--- src/rtl/ss_pkg.sv ---
package ss_pkg;
  typedef enum logic [1:0] {
    SS_IDLE = 2'd0,
    SS_RAMP = 2'd1,
    SS_DONE = 2'd2
  } ss_state_e;
endpackage

--- src/rtl/ss_step_timer.sv ---
module ss_step_timer #(
  parameter int STEP_CYCLES = 2
) (
  input  logic clk_i,
  input  logic rst_ni,
  input  logic clr_i,
  input  logic run_i,
  output logic tick_o
);
  localparam int CNT_W = (STEP_CYCLES > 1) ? $clog2(STEP_CYCLES) : 1;
  localparam logic [CNT_W-1:0] LAST = CNT_W'(STEP_CYCLES - 1);

  logic [CNT_W-1:0] cnt_q;

  always_ff @(posedge clk_i or negedge rst_ni) begin
    if (!rst_ni) begin
      cnt_q <= '0;
    end else if (clr_i) begin
      cnt_q <= '0;
    end else if (run_i) begin
      cnt_q <= (cnt_q == LAST) ? '0 : cnt_q + 1'b1;
    end
  end

  assign tick_o = run_i && (cnt_q == LAST);
endmodule

--- src/rtl/ss_ramp_gen.sv ---
module ss_ramp_gen
  import ss_pkg::*;
#(
  parameter int CODE_W = 6
) (
  input  logic              clk_i,
  input  logic              rst_ni,
  input  logic              start_i,
  input  logic              tick_i,
  output logic [CODE_W-1:0] code_o,
  output logic              running_o,
  output logic              last_o,
  output logic              done_o
);
  localparam logic [CODE_W-1:0] FULL = {CODE_W{1'b1}};

  ss_state_e         state_q;
  logic [CODE_W-1:0] code_q;

  // final step completes on this edge
  assign last_o = !start_i && (state_q == SS_RAMP) && tick_i && (code_q == FULL - 1'b1);

  always_ff @(posedge clk_i or negedge rst_ni) begin
    if (!rst_ni) begin
      state_q <= SS_IDLE;
      code_q  <= '0;
    end else if (start_i) begin
      state_q <= SS_RAMP;
      code_q  <= '0;
    end else if (state_q == SS_RAMP && tick_i) begin
      code_q <= code_q + 1'b1;
      if (last_o) state_q <= SS_DONE;
    end
  end

  assign code_o    = code_q;
  assign running_o = (state_q == SS_RAMP);
  assign done_o    = (state_q == SS_DONE);
endmodule

--- src/rtl/ss_sw_gate.sv ---
module ss_sw_gate (
  input  logic clk_i,
  input  logic rst_ni,
  input  logic start_i,
  input  logic running_i,
  input  logic last_i,
  input  logic above_ramp_i,
  input  logic above_final_i,
  output logic sw_en_o
);
  logic sw_en_q;

  always_ff @(posedge clk_i or negedge rst_ni) begin
    if (!rst_ni) begin
      sw_en_q <= 1'b0;
    end else if (start_i) begin
      sw_en_q <= 1'b0;
    end else if (last_i) begin
      sw_en_q <= 1'b1;                        // end of ramp releases any hold-off
    end else if (running_i && !above_final_i && !above_ramp_i) begin
      sw_en_q <= 1'b1;                        // ramp has caught the output
    end
  end

  assign sw_en_o = sw_en_q;
endmodule

--- src/rtl/soft_start_ctrl.sv ---
module soft_start_ctrl #(
  parameter int CODE_W      = 6,
  parameter int STEP_CYCLES = 10600
) (
  input  logic              clk_i,
  input  logic              rst_ni,
  input  logic              start_i,
  input  logic              out_above_ramp_i,
  input  logic              out_above_final_i,
  output logic [CODE_W-1:0] ref_code_o,
  output logic              sw_en_o,
  output logic              done_o
);
  logic tick, running, last;

  ss_step_timer #(.STEP_CYCLES(STEP_CYCLES)) u_timer (
    .clk_i  (clk_i),
    .rst_ni (rst_ni),
    .clr_i  (start_i),
    .run_i  (running),
    .tick_o (tick)
  );

  ss_ramp_gen #(.CODE_W(CODE_W)) u_ramp (
    .clk_i     (clk_i),
    .rst_ni    (rst_ni),
    .start_i   (start_i),
    .tick_i    (tick),
    .code_o    (ref_code_o),
    .running_o (running),
    .last_o    (last),
    .done_o    (done_o)
  );

  ss_sw_gate u_gate (
    .clk_i         (clk_i),
    .rst_ni        (rst_ni),
    .start_i       (start_i),
    .running_i     (running),
    .last_i        (last),
    .above_ramp_i  (out_above_ramp_i),
    .above_final_i (out_above_final_i),
    .sw_en_o       (sw_en_o)
  );
endmodule

--- config.mk ---
export PLATFORM = sky130hd
export DESIGN_NAME = soft_start_ctrl
export DESIGN_NICKNAME = d
export VERILOG_FILES = /design/src/rtl/ss_pkg.sv /design/src/rtl/ss_step_timer.sv /design/src/rtl/ss_ramp_gen.sv /design/src/rtl/ss_sw_gate.sv /design/src/rtl/soft_start_ctrl.sv
export SDC_FILE = /design/constraint.sdc
export NUM_CORES = 1
export LEC_CHECK = 0
export BUFFER_PORTS_ARGS = -buffer_cell sky130_fd_sc_hd__buf_2
export CAP_MARGIN = 0
export CELL_PAD_IN_SITES_DETAIL_PLACEMENT = 1
export CELL_PAD_IN_SITES_GLOBAL_PLACEMENT = 2
export CORE_MARGIN = 1.5
export CORE_UTILIZATION = 39
export CTS_CLUSTER_DIAMETER = 120
export DETAILED_ROUTE_END_ITERATION = 8
export HOLD_SLACK_MARGIN = 0.06
export PLACE_DENSITY_LB_ADDON = 0.1
export SYNTH_ARGS = -nofsm -noshare
export SYNTH_HDL_FRONTEND = slang
export SYNTH_SLANG_ARGS = --single-unit
--- constraint.sdc ---
create_clock -name clk_i -period 4.3 [get_ports clk_i]
set_input_delay 0.43 -clock clk_i [delete_from_list [all_inputs] [get_ports clk_i]]
set_output_delay 0.43 -clock clk_i [all_outputs]
set_load 0.1 [all_outputs]
==> results.json <==
{
  "ys_seq_elements": 23,
  "cts.path.max_buffers": 2,
  "dpl.hpwl_um": 2400,
  "layout_commonest_cell": "dfrtp_1",
  "met2_usage_pct": 32.4,
  "coreArea_mm2": 0.00363,
  "period_needed_ps": 2520,
  "p_sw_uw": 93.4,
  "crit_arrival_ps": 2680,
  "synthFlopType": "dfrtp_1",
  "ys_warn_count": 0,
  "viasPerCell": 5.79,
  "yosys.area_share.adder_pct": 2.57,
  "root_buffer": "clkbuf_8",
  "first_global_vias": 1214,
  "cpPeakStageDelay_ps": 830,
  "synth_xor_area_share_pct": 0.600,
  "cts_inserted_buffers": 3,
  "rr_endpoint": "u_ramp.state_q[0]$_DFFE_PN0P_",
  "synth.avg_cell_area_um2": 9.18,
  "postCtsHoldBufs": 0,
  "p_sw_share_pct": 24.3,
  "port_buffers": 12,
  "synth_enable_flop_cells": 0,
  "insertedDiodeCount": 0,
  "synth_area_leaders": "dfrtp_1 (39%), nand2_1 (5.4%), o221ai_1 (5.4%)",
  "critPathBufInv": 0,
  "ys_types": 40,
  "synth_top_family_by_area": "simple AND/OR/NAND/NOR gates",
  "synthMuxAreaShare_pct": 3.09,
  "ys_async_sr_fraction_pct": 100,
  "clkPwrFrac_pct": 36.0,
  "die_h_um": 64.2,
  "worstPathRequired_ps": 4460,
  "synth_compound_area_share_pct": 16.0,
  "area_growth_pct": 4.55,
  "grt-ovfl-total": 0,
  "r2r_cells": 4,
  "path_cells": "nor2b_1 > nand4_1 > or4_1 > a21o_1",
  "p_int_uw": 291,
  "fin_util_pct": 42.0,
  "dr.pass1.iters": 4,
  "p_comb_share_pct": 6.1,
  "crit_fanout": 21,
  "netlist_area_mm2": 0.00146,
  "finalSetupViolations": 0,
  "cts_resized": 0,
  "layout_common_cells": "dfrtp_1 (23), nand2_1 (21), nor2_1 (13)",
  "htreeDepth": 1,
  "drt_iter0_markers": 42,
  "fin_crit_sh_pct": 58.7,
  "reg2reg_slack_ps": 1780,
  "rsz0062_at_grt": "false",
  "seqPwrFrac_pct": 57.9,
  "cts_setup_buffers": 0,
  "yosys.area_share.simple_pct": 29.7,
  "drv_slew": 0,
  "tightestPinTransition_ps": 930,
  "yosysSeqAreaShare_pct": 39.5,
  "max_freq_ghz": 0.396,
  "antenna_left": 0,
  "synth_cells": 159,
  "grt_antenna_before_repair": 0,
  "cts_sinks": 23,
  "max_cap_viol_count": 0,
  "rows": 22,
  "status": "complete, no violations",
  "die_w_um": 64.2,
  "met1_usage_pct": 22.3,
  "r2r_start": "u_timer.cnt_q[8]$_DFFE_PN0P_",
  "skew_ps": 10.2,
  "initial_utilization_pct": 40.2,
  "setup.worst_path.end_class": "register",
  "setup_tns_ps": 0,
  "gp_congestion": 0.735,
  "p_per_area_mw_per_mm2": 252,
  "grtUsageMet3_pct": 2.99,
  "peakVddDrop_v": 0.000120,
  "totalWireLength_um": 3510,
  "hold_path_class": "input pin to asynchronous set/reset pin",
  "clk_latency_ps": 270,
  "crit_family": "simple AND/OR/NAND/NOR gates",
  "hold_viol_final": 0,
  "p_leak_nw": 0.653,
  "cp_slowest_cell": "or4_1",
  "grt_first_pass_wirelength_um": 5920,
  "gr-usage-all-layers_pct": 18.5,
  "fin_nets": 172,
  "ios": 13,
  "vias": 1221,
  "drt_drc_violations_left": 0,
  "die-area_mm2": 0.00412,
  "yosysTopAreaCellShare_pct": 39.5,
  "wl_per_cell_um": 16.6,
  "grt_max_degree": 24,
  "cts.clk_slew.worst_paths_ps": 90,
  "drive_gt1_share_pct": 14.7,
  "critPathLaunchType": "register",
  "synth_area_leader_cell": "dfrtp_1",
  "grt_busiest_layer": "met2",
  "critPathKind": "register to register",
  "cts_tree": "done",
  "synth_nets": 167,
  "slew_headroom_pct": 37.8
}
==> metrics by stage <==
step / std cells / hold WS [ps] / area [µm²] / setup slack [ps] / power [mW]
floorplan: 159 / 134 / 1460 / 2210 / 0.242
global placement: 207 / 444 / 1480 / 1880 / 0.250
global route: 211 / 172 / 1530 / 1620 / 0.400
finish: 211 / 129 / 1530 / 1780 / 0.385
detailed placement: 207 / 452 / 1480 / 1830 / 0.251
CTS: 211 / 150 / 1530 / 1810 / 0.391
==> metal layers <==
layer | share of wire (%) | wire, µm | vias up
met5 | 0 | 0 | -
met4 | 1.9 | 65 | 0
met3 | 3.1 | 108 | 7
met2 | 50 | 1760 | 20
met1 | 45 | 1580 | 607
li1 | - | - | 587
==> synthesized netlist by cell type (5+ instances only) <==
library cell / count
nand2_1: 21
buf_6: 5
nor4_1: 7
nor2_1: 13
dfrtp_1: 23
nand3_1: 7
or4_1: 5
inv_1: 7
a21oi_1: 5
o221ai_1: 9
nor2b_1: 6
==> state kept, by name, summed over array words and instances, names as in the netlist <==
register / count
u_timer.cnt_q: 14
u_ramp.code_o: 6
u_ramp.state_q: 2
u_gate.sw_en_o: 1
==> how the worst max path moves through the flow <==
stage / from / end / slack [ps] / cells after the start
final: u_timer.cnt_q[8]$_DFFE_PN0P_ / u_ramp.state_q[0]$_DFFE_PN0P_ / 1780 / 4
after global routing: u_timer.cnt_q[8]$_DFFE_PN0P_ / u_ramp.state_q[0]$_DFFE_PN0P_ / 1620 / 4
after CTS: u_timer.cnt_q[0]$_DFFE_PN0P_ / u_ramp.state_q[0]$_DFFE_PN0P_ / 1810 / 4
after detailed placement: u_timer.cnt_q[0]$_DFFE_PN0P_ / u_ramp.state_q[0]$_DFFE_PN0P_ / 1830 / 4
after global placement: u_timer.cnt_q[0]$_DFFE_PN0P_ / u_ramp.state_q[0]$_DFFE_PN0P_ / 1880 / 4
after floorplan: u_ramp.code_o[0]$_DFFE_PN0P_ / u_ramp.code_o[1]$_DFFE_PN0P_ / 2210 / 4
==> cell type report <==
type	instances	area, µm²
inverters	7	26.3
fillers	445	2110
well taps	48	60.1
multi-input cells	117	758
repair buffers	12	60.1
flip-flops and latches	23	576
clock buffers	4	45.0
==> worst register-to-register path: stages (launching register included) <==
cell	delay, ps
dfrtp_1	470
nor2b_1	170
nand4_1	740
or4_1	830
a21o_1	200
==> cell families (layout without fill, tap and decap cells) <==
| group | count (synthesis) | after routing |
|---|---|---|
| adder cells (fa/ha/maj) | 3 | 3 |
| multiplexers | 4 | 4 |
| flip-flops | 23 | 23 |
| AND/OR/NAND/NOR | 78 | 78 |
| buffers and inverters | 19 | 23 |
| XOR/XNOR | 1 | 1 |
| AO/OA/AOI/OAI | 31 | 31 |
==> power by group through the flow <==
stage / registers (mW) / logic, mW / clock network, mW
floorplan: 0.231 / 0.0111 / 0
global route: 0.224 / 0.0268 / 0.150
detailed placement: 0.227 / 0.0241 / 0
CTS: 0.223 / 0.0242 / 0.144
global placement: 0.227 / 0.0235 / 0
finish: 0.223 / 0.0235 / 0.138
(Power assumes the default switching activity.)
